### src/rtl/mtimer_pkg.sv
`timescale 1ns/1ps
package mtimer_pkg;

   localparam int unsigned REG_W  = 64;
   localparam int unsigned HALF_W = 32;

   // Which halves of a 64-bit register a write replaces
   typedef struct packed {
      logic hi;
      logic lo;
   } half_sel_t;

   // Merge write data into an existing register value.
   // A 32-bit write to the high half takes its data from wdata[31:0].
   function automatic logic [REG_W-1:0] merge_halves(
      input logic [REG_W-1:0] old_val,
      input logic [REG_W-1:0] wdata,
      input half_sel_t        sel,
      input logic             size8
   );
      logic [HALF_W-1:0] new_hi;
      logic [HALF_W-1:0] new_lo;
      new_hi = size8 ? wdata[REG_W-1:HALF_W] : wdata[HALF_W-1:0];
      new_lo = wdata[HALF_W-1:0];
      return {sel.hi ? new_hi : old_val[REG_W-1:HALF_W],
              sel.lo ? new_lo : old_val[HALF_W-1:0]};
   endfunction

endpackage

### src/rtl/mtimer_decode.sv
`timescale 1ns/1ps
module mtimer_decode
   import mtimer_pkg::*;
#(
   parameter int unsigned NUM_HARTS = 4,
   parameter int unsigned ADDR_W    = 16,
   parameter int unsigned CMP_BASE  = 32'h4000,
   parameter int unsigned TIME_BASE = 32'hBFF8,
   localparam int unsigned IDX_W    = (NUM_HARTS > 1) ? $clog2(NUM_HARTS) : 1
) (
   input  logic [ADDR_W-1:0] addr,
   input  logic              size8,
   output logic              cmp_hit,
   output logic [IDX_W-1:0]  cmp_idx,
   output logic              time_hit,
   output logic              off_hi,
   output half_sel_t         wr_sel
);

   localparam logic [31:0] CMP_LO  = CMP_BASE;
   localparam logic [31:0] CMP_END = CMP_BASE + NUM_HARTS * 8;
   localparam logic [31:0] TIME_LO = TIME_BASE;

   logic [31:0] a32;
   logic [31:0] cmp_rel;
   logic        aligned4;

   always_comb begin
      a32      = 32'(addr);
      cmp_rel  = a32 - CMP_LO;
      aligned4 = (a32[1:0] == 2'b00);
      cmp_hit  = aligned4 && (a32 >= CMP_LO) && (a32 < CMP_END);
      cmp_idx  = cmp_rel[IDX_W+2:3];
      time_hit = aligned4 && (a32[31:3] == TIME_LO[31:3]);
      off_hi   = a32[2];
      // 64-bit at offset 0: both halves; 64-bit at offset 4: none
      if (size8) begin
         wr_sel.lo = !off_hi;
         wr_sel.hi = !off_hi;
      end else begin
         wr_sel.lo = !off_hi;
         wr_sel.hi = off_hi;
      end
   end

endmodule

### src/rtl/mtimer_count.sv
`timescale 1ns/1ps
module mtimer_count
   import mtimer_pkg::*;
(
   input  logic             clk,
   input  logic             rst_n,
   input  logic             tick_en,
   input  logic             wr_en,
   input  half_sel_t        wr_sel,
   input  logic             wr_size8,
   input  logic [REG_W-1:0] wdata,
   output logic [REG_W-1:0] time_q
);

   logic wr_any;
   assign wr_any = wr_en && (wr_sel.lo || wr_sel.hi);

   always_ff @(posedge clk or negedge rst_n) begin
      if (!rst_n) begin
         time_q <= '0;
      end else if (wr_any) begin
         time_q <= merge_halves(time_q, wdata, wr_sel, wr_size8);
      end else if (tick_en) begin
         time_q <= time_q + 64'd1;
      end
   end

   p_time_step_r2: assert property (@(posedge clk) disable iff (!rst_n)
      (!wr_any && tick_en) |=> (time_q == $past(time_q) + 64'd1));

   p_time_hold_r2: assert property (@(posedge clk) disable iff (!rst_n)
      (!wr_any && !tick_en) |=> $stable(time_q));

   p_time_write_wins_r3: assert property (@(posedge clk) disable iff (!rst_n)
      (wr_en && wr_size8 && wr_sel.lo && wr_sel.hi) |=> (time_q == $past(wdata)));

endmodule

### src/rtl/mtimer_cmp_slot.sv
`timescale 1ns/1ps
module mtimer_cmp_slot
   import mtimer_pkg::*;
(
   input  logic             clk,
   input  logic             rst_n,
   input  logic             wr_en,
   input  half_sel_t        wr_sel,
   input  logic             wr_size8,
   input  logic [REG_W-1:0] wdata,
   input  logic [REG_W-1:0] time_q,
   output logic [REG_W-1:0] cmp_q,
   output logic             irq_q
);

   always_ff @(posedge clk or negedge rst_n) begin
      if (!rst_n) begin
         cmp_q <= '0;
      end else if (wr_en) begin
         cmp_q <= merge_halves(cmp_q, wdata, wr_sel, wr_size8);
      end
   end

   // Registered level: one clock behind the operands
   always_ff @(posedge clk or negedge rst_n) begin
      if (!rst_n) irq_q <= 1'b0;
      else        irq_q <= (cmp_q <= time_q);
   end

   p_cmp_quiet_r6: assert property (@(posedge clk) disable iff (!rst_n)
      !wr_en |=> $stable(cmp_q));

   p_ignored_write_r9: assert property (@(posedge clk) disable iff (!rst_n)
      (wr_en && !wr_sel.lo && !wr_sel.hi) |=> $stable(cmp_q));

endmodule

### src/rtl/mtimer_unit.sv
`timescale 1ns/1ps
module mtimer_unit
   import mtimer_pkg::*;
#(
   parameter int unsigned NUM_HARTS = 4,
   parameter int unsigned ADDR_W    = 16,
   parameter int unsigned CMP_BASE  = 32'h4000,
   parameter int unsigned TIME_BASE = 32'hBFF8
) (
   input  logic                 clk,
   input  logic                 rst_n,
   input  logic                 tick_en,
   input  logic                 req_valid,
   output logic                 req_ready,
   input  logic                 req_write,
   input  logic                 req_size8,
   input  logic [ADDR_W-1:0]    req_addr,
   input  logic [63:0]          req_wdata,
   output logic                 rsp_valid,
   output logic [63:0]          rsp_rdata,
   output logic [NUM_HARTS-1:0] timer_irq
);

   localparam int unsigned IDX_W   = (NUM_HARTS > 1) ? $clog2(NUM_HARTS) : 1;
   localparam longint unsigned CMP_END = longint'(CMP_BASE) + NUM_HARTS * 8;

   // Elaboration-time parameter checks
   generate
      if (NUM_HARTS < 1 || NUM_HARTS > 4096) begin : g_bad_harts
         $error("mtimer_unit: NUM_HARTS out of range");
      end
      if (ADDR_W < 4 || ADDR_W > 32) begin : g_bad_aw
         $error("mtimer_unit: ADDR_W must be 4..32");
      end
      if ((CMP_BASE % 8) != 0 || (TIME_BASE % 8) != 0) begin : g_bad_align
         $error("mtimer_unit: bases must be 8-byte aligned");
      end
      if (TIME_BASE >= CMP_BASE && longint'(TIME_BASE) < CMP_END) begin : g_overlap
         $error("mtimer_unit: time register overlaps compare block");
      end
   endgenerate

   logic             cmp_hit, time_hit, off_hi;
   logic [IDX_W-1:0] cmp_idx;
   half_sel_t        wr_sel;
   logic             wr_cycle;
   logic [REG_W-1:0] time_q;
   logic [REG_W-1:0] cmp_q [NUM_HARTS];
   logic [REG_W-1:0] rd_src, rd_next;

   assign req_ready = 1'b1;
   assign wr_cycle  = req_valid && req_write;

   mtimer_decode #(
      .NUM_HARTS (NUM_HARTS),
      .ADDR_W    (ADDR_W),
      .CMP_BASE  (CMP_BASE),
      .TIME_BASE (TIME_BASE)
   ) u_decode (
      .addr     (req_addr),
      .size8    (req_size8),
      .cmp_hit  (cmp_hit),
      .cmp_idx  (cmp_idx),
      .time_hit (time_hit),
      .off_hi   (off_hi),
      .wr_sel   (wr_sel)
   );

   mtimer_count u_count (
      .clk      (clk),
      .rst_n    (rst_n),
      .tick_en  (tick_en),
      .wr_en    (wr_cycle && time_hit),
      .wr_sel   (wr_sel),
      .wr_size8 (req_size8),
      .wdata    (req_wdata),
      .time_q   (time_q)
   );

   for (genvar h = 0; h < NUM_HARTS; h++) begin : g_slot
      mtimer_cmp_slot u_slot (
         .clk      (clk),
         .rst_n    (rst_n),
         .wr_en    (wr_cycle && cmp_hit && (cmp_idx == IDX_W'(h))),
         .wr_sel   (wr_sel),
         .wr_size8 (req_size8),
         .wdata    (req_wdata),
         .time_q   (time_q),
         .cmp_q    (cmp_q[h]),
         .irq_q    (timer_irq[h])
      );
   end

   // Read path
   always_comb begin
      rd_src = '0;
      if (time_hit)     rd_src = time_q;
      else if (cmp_hit) rd_src = cmp_q[cmp_idx];
      if (req_size8 && !off_hi) rd_next = rd_src;
      else if (off_hi)          rd_next = {32'd0, rd_src[63:32]};
      else                      rd_next = {32'd0, rd_src[31:0]};
      if (req_write || !req_valid) rd_next = '0;
   end

   always_ff @(posedge clk or negedge rst_n) begin
      if (!rst_n) begin
         rsp_valid <= 1'b0;
         rsp_rdata <= '0;
      end else begin
         rsp_valid <= req_valid;
         rsp_rdata <= rd_next;
      end
   end

   p_rsp_follows_req_r10: assert property (@(posedge clk) disable iff (!rst_n)
      req_valid |=> rsp_valid);

   p_no_spurious_rsp_r10: assert property (@(posedge clk) disable iff (!rst_n)
      !req_valid |=> !rsp_valid);

   p_unmapped_zero_r11: assert property (@(posedge clk) disable iff (!rst_n)
      (req_valid && !req_write && !cmp_hit && !time_hit) |=> (rsp_rdata == 64'd0));

   p_time_wr_irq_r5: assert property (@(posedge clk) disable iff (!rst_n)
      (wr_cycle && time_hit && !req_size8 && !off_hi && (time_q[63:32] == 32'd0)
       && (cmp_q[0] == 64'd0)) |=> ##1 timer_irq[0]);

endmodule

### config.mk
export PLATFORM = sky130hd
export DESIGN_NAME = mtimer_unit
export DESIGN_NICKNAME = d
export VERILOG_FILES = /design/src/rtl/mtimer_pkg.sv /design/src/rtl/mtimer_decode.sv /design/src/rtl/mtimer_count.sv /design/src/rtl/mtimer_cmp_slot.sv /design/src/rtl/mtimer_unit.sv
export SDC_FILE = /design/constraint.sdc
export NUM_CORES = 1
export LEC_CHECK = 0
export ABC_AREA = 1
export BUFFER_PORTS_ARGS = -buffer_cell sky130_fd_sc_hd__buf_2
export CAP_MARGIN = 30
export CELL_PAD_IN_SITES_DETAIL_PLACEMENT = 0
export CELL_PAD_IN_SITES_GLOBAL_PLACEMENT = 1
export CORE_MARGIN = 2
export CORE_UTILIZATION = 46
export DETAILED_ROUTE_END_ITERATION = 8
export HOLD_SLACK_MARGIN = 0.08
export PLACE_DENSITY = 0.8
export SYNTH_ARGS = -nofsm -noshare
export SYNTH_HDL_FRONTEND = slang
export SYNTH_SLANG_ARGS = --single-unit
### constraint.sdc
create_clock -name clk -period 2.2 [get_ports clk]
set_input_delay 0.33 -clock clk [delete_from_list [all_inputs] [get_ports clk]]
set_output_delay 0.33 -clock clk [all_outputs]
set_load 0.005 [all_outputs]
Word level (Yosys, flattened, before mapping). Index checks and enable logic that the tools add are counted.

Logic and storage cells: 75. Register bits after elaboration: 389. Output and inout port bits: 70. Input bits: 86.

Multiplexer cells: 14. Reduce and logical (&&, ||, !) cells: 29. Equal/unequal tests: 6. Bitwise logic cells: 1. $add $sub $neg: 2. Magnitude comparators: 7.

Operators with widths (count): two-way mux 64 bit (8); less-or-equal comparator 64 bit (4); binary-select mux 64 bit (select 2 bit) (1); two-way mux 32 bit (4); adder 64 x 1 -> 64 bit (second input constant) (1); AND reduction 2 bit (10); greater-or-equal comparator 16 x 15 -> 1 bit (second input constant) (1); less-than comparator 16 x 15 -> 1 bit (second input constant) (1); equality test 13 bit (second input constant) (1); logical AND 1 bit (12); subtractor 5 x 1 -> 5 bit (second input constant) (1); equality test 2 bit (second input constant) (2); logical NOT 2 bit (2); != test 2 x 1 -> 1 bit (second input constant) (2); greater-or-equal comparator 3 bit (second input constant) (1); NOT 2 -> 3 bit (1); equality test 2 x 1 -> 1 bit (second input constant) (1); logical NOT 1 bit (2); logical OR 1 bit (2); two-way mux 2 bit (1); nonzero test 2 bit (1).

Logic depth before layout (Yosys ltp).
Depth in word-level cells: 10. Mapped depth: 16. Gate-level depth less buffers: 16.

Modules after synthesis. A second synthesis with hierarchy kept.

Cell total of the unflattened synthesis: 4339. Area total of the unflattened synthesis: 28961.5 µm².

By module, submodules not included: mtimer_cmp_slot (times used 4, seq. area each 1626.6 µm², cells an instance 581, area an instance 4400.5 µm²); mtimer_unit (times used 1, seq. area each 1626.6 µm², cells an instance 1088, area an instance 5930.7 µm²); mtimer_count (times used 1, seq. area each 1601.5 µm², cells an instance 888, area an instance 5265.0 µm²); mtimer_decode (times used 1, seq. area each 0.0 µm², cells an instance 39, area an instance 163.9 µm²).

Least setup slack after synthesis. No wires, ideal clock.

Kind: register to register. Start: reg u_count.time_q[0]. End: reg u_count.time_q[22]. Required time: 2.082 ns. Stages on the path, launching flop included: 10. Setup time: 0.118 ns. Buffers on the path: 0. Path slack: 0.350 ns. Period minus slack after synthesis: 1.850 ns. Arrival: 1.732 ns. Cell sequence: dfrtp_1 > ha_1 > nand2_1 > nor2_2 > nand2_1 > nor3_1 > or2_2 > nand3_1 > nand3_1 > nand2_1.

Word-level cells in the longest chain between the ends: 3.

Ends and longest elaborated chain: start, declared (line mtimer_count.sv:12) `output logic [REG_W-1:0] time_q`; start signal, assigned (line mtimer_count.sv:22) `time_q <= merge_halves(time_q, wdata, wr_sel, wr_size8);`; start signal, assigned (line mtimer_count.sv:24) `time_q <= time_q + 64'd1;`; adder 64 x 1 -> 64 bit (line mtimer_count.sv:24); two-way mux 64 bit (line mtimer_count.sv:23) `end else if (tick_en) begin`; two-way mux 64 bit (line mtimer_count.sv:21) `end else if (wr_any) begin`.

No other way between the ends. The select of a mux whose other input is x is not followed. A chain may end at the register's enable or synchronous reset.

Final worst setup path.
Start: reg u_count.time_q[26]. End: reg g_slot[2].u_slot.irq_q.

Word-level cells in the longest chain between the ends: 1.

Ends and longest elaborated chain: less-or-equal comparator 64 bit (line mtimer_cmp_slot.sv:27) `else irq_q <= (cmp_q <= time_q);`; end signal, assigned (line mtimer_cmp_slot.sv:27); end, declared (line mtimer_cmp_slot.sv:13) `output logic irq_q`.

No other way between the ends.

==> flow_summary.toml <==
[power_and_ir_drop]
comb_power_share = 0.209
power.leakage_nw = 15.2
vdd_drop_max_mv = 0.684
p_clk_frac = 0.415
p_seq_frac = 0.376
power_mw = 20.1
p_per_area_nw_per_um2 = 669
p_switching_mw = 6.24
internal-power_mw = 13.9
swShare = 0.310

[logic_synthesis]
ys_ff_latch = 389
synthCells = 3303
synth_top_cell_by_area = "dfrtp_1"
ys_warn_count = 0
synth_area_um2 = 25100
synth_area_leaders = "dfrtp_1 39%, nand2_1 14%, ha_1 13%"
synthArstFlopShare = 1.00
avgSynthCellArea_um2 = 7.61
synth.yosys.seq_area_share = 0.387
synth_edf_count = 0
ys.flop_type = "dfrtp_1"
synth_nets = 3648
synth_top_area_frac = 0.387
synth.distinct_cells = 44

[worst_setup_path]
crit_arrival_ps = 2670
cp_top_family = "simple AND/OR/NAND/NOR gates"
cp_max_fo = 5
cp_cell_sequence = "inv_1, ha_1, nand2_1, nor2_1, nand2_1, nor4_1, buf_4, nand2_1, nand2_1, nand2_1, nand2_1, nand2_1"
path_class = "reg -> reg"
path_buf_inv = 2
critical_path.most_common_cell = "nand2_1"
slowest_stage = "dfrtp_1"
crit_path_max_incr_delay_ps = 440
endpoint_kind = "flip-flop"
cp_data_required_time_ps = 2670
cp-start-kind = "flip-flop"

[route]
wl_per_cell_um = 22.5
num_vias = 25100
drtPass1Iterations = 6
routed_wl_um = 97700
drc = 0
vias_per_cell = 5.78
ant_nets = 0
drtIter0Drc = 2605

[cells_and_area]
instances_no_fill = 4349
seq_area_um2 = 9740
nFillCells = 5160
multi_input_area_um2 = 14000
drive_gt1_frac = 0.142
nNetsFinal = 3958
fin_area_um2 = 30100
final_util = 0.559
syn2layout_area_growth_pct = 19.9

[die]
io_pins = 156
die_x_um = 238
die_area_um2 = 56500
dieHeight_um = 238
rows = 85
design.core.area_um2 = 53900
start_util = 0.466

[clock_tree]
cts-root-buf = "clkbuf_16"
tritoncts = "built"
clk_latency_ps = 610
clk_pin_slew_ps = 60
cts_sinks = 389
cts_max_level = 2
cts_buffers = 48
clock_path_buffers = 3

[global_route]
track_usage = 0.346
overflow = 0
grt_antenna_before_repair = 1
grt_pass1_vias = 24300
grt_max_degree = 72
grt_pass1_wl_um = 148000

[sta]
slew_headroom = 0.323
finalHoldViolCount = 0
layout_min_cycle_time_ps = 2210
setup_slack_ps = -5.58
timing.final.crit_share = 1.00
finClkSkew_ps = 34.3
worst-slew-pin-transition_ps = 1000
drv_slew = 0
rsz0062_at_grt = "true"
fmax_mhz = 453
finalSetupViolations = 1

[placed_design]
dpl_worst_slack_ps = -90.2
dpl.cell_count = 4241
post_dp_cell_area_um2 = 28200
portBuffers = 154
dpl.hpwl_um = 75200
place.gp.congestion = 1.03

[outcome]
violations = "negative setup slack"
status = "finished, violations left"

[hold_path]
min_path_type = "in -> reg"

[flow_run]
maxCapViolations = 0
[worst reg2reg max path: stages, from the launching register on]
cell and delay, ps:
dfrtp_1 440, inv_1 200, ha_1 330, nand2_1 60, nor2_1 160, nand2_1 130, nor4_1 200, buf_4 160
nand2_1 50, nand2_1 50, nand2_1 150, nand2_1 110, nand2_1 50
[worst paths after layout]
check                                          start                        end  slack (ps)  depth (start not counted)
max                               u_count.time_q[26]     g_slot[2].u_slot.irq_q          -6                         12
min                                     req_wdata[0]  g_slot[2].u_slot.cmp_q[0]         100                          3
max reg2reg                       u_count.time_q[26]     g_slot[2].u_slot.irq_q          -6                         12
min reg2reg                g_slot[3].u_slot.cmp_q[0]  g_slot[3].u_slot.cmp_q[0]         500                          2
max in group asynchronous                      rst_n              rsp_rdata[58]        1000                          3
min in group asynchronous                      rst_n              rsp_rdata[37]         260                          2
[timing repair]
item / in CTS / in global routing
endpoints found under the setup margin: 1 / 12
hold buffers: 17 / 0
resized for setup: 4 / 20
pin swaps: 1 / 2
buffers inserted: 0 / 1
hold endpoints to repair: 82 / 0
[layout by cell type (no fill, tap or decap), types with 14 or more instances in the layout]
cell type and n:
inv_1 229, o21a_1 15, buf_4 198, o21ai_0 400
o21ai_1 36, nand4_1 87, a22oi_1 100, o211ai_1 14
nor2_1 228, dfrtp_1 388, nand2_1 963, a21oi_1 169
ha_1 258, buf_12 28, dlygate4sd3_1 17, clkbuf_16 49
nor3b_1 32, nand3_1 132, nor3_1 23, buf_2 153
[through the flow]
stage	hold WS [ps]	setup TNS [ps]
2_1_floorplan	34.4	0
3_3_place_gp	311	-144
3_5_place_dp	317	-128
4_1_cts	84.0	0
5_1_grt	123	-68.3
6_report	101	-5.58
[cell usage after synthesis (14+ instances only)]
library cell,number
o211ai_1,14
a22oi_1,100
nor3b_1,34
nand2_1,963
nand4_1,87
inv_1,232
nand3_1,134
o21ai_0,400
o21ai_1,36
nor3_1,26
a21oi_1,170
dfrtp_1,389
buf_2,56
ha_1,259
clkbuf_1,63
o21a_1,15
nor2_1,238
[layer usage]
metal | global-route usage | vias up | routed length [um]
li1 | - | 11800 | -
met5 | 0 | - | 0
met2 | 0.525 | 1065 | 42200
met1 | 0.504 | 12100 | 44300
met4 | 0.125 | 0 | 3550
met3 | 0.0492 | 189 | 7680
[sequential cells by signal (all words and copies together) (netlist names)]
register	cells
g_slot.u_slot.cmp_q	256
g_slot.u_slot.irq_q	4
rsp_rdata	64
rsp_valid	1
u_count.time_q	64
[layout make-up]
class,count,share of cell area
Clock buffer,69,0.0462
Multi-Input combinational cell,2537,0.463
Sequential cell,389,0.323
Clock inverter,20,0.00877
Antenna cell,1,0.0000831
Inverter,240,0.0300
Tap cell,696,0.0289
Timing Repair Buffer,397,0.0995
[cell families after synthesis]
group / count (synthesis) / share of synthesized area
fa+ha+maj: 259 / 0.129
buf+inv: 377 / 0.0614
xor+xnor: 4 / 0.00139
compound gates: 747 / 0.163
simple gates: 1526 / 0.258
flops: 389 / 0.387
other cells: 1 / 0.000149
[power by group through the flow]
| stage | Sequential [mW] | Combinational (mW) | Clock, mW |
|---|---|---|---|
| 2_1_floorplan | 7.71 | 2.10 | 0 |
| 3_3_place_gp | 7.69 | 3.94 | 0 |
| 3_5_place_dp | 7.70 | 4.02 | 0 |
| 4_1_cts | 7.57 | 4.09 | 8.51 |
| 5_1_grt | 7.61 | 4.66 | 8.78 |
| 6_report | 7.58 | 4.21 | 8.36 |
No activity file was read; power rests on OpenSTA's default activity.
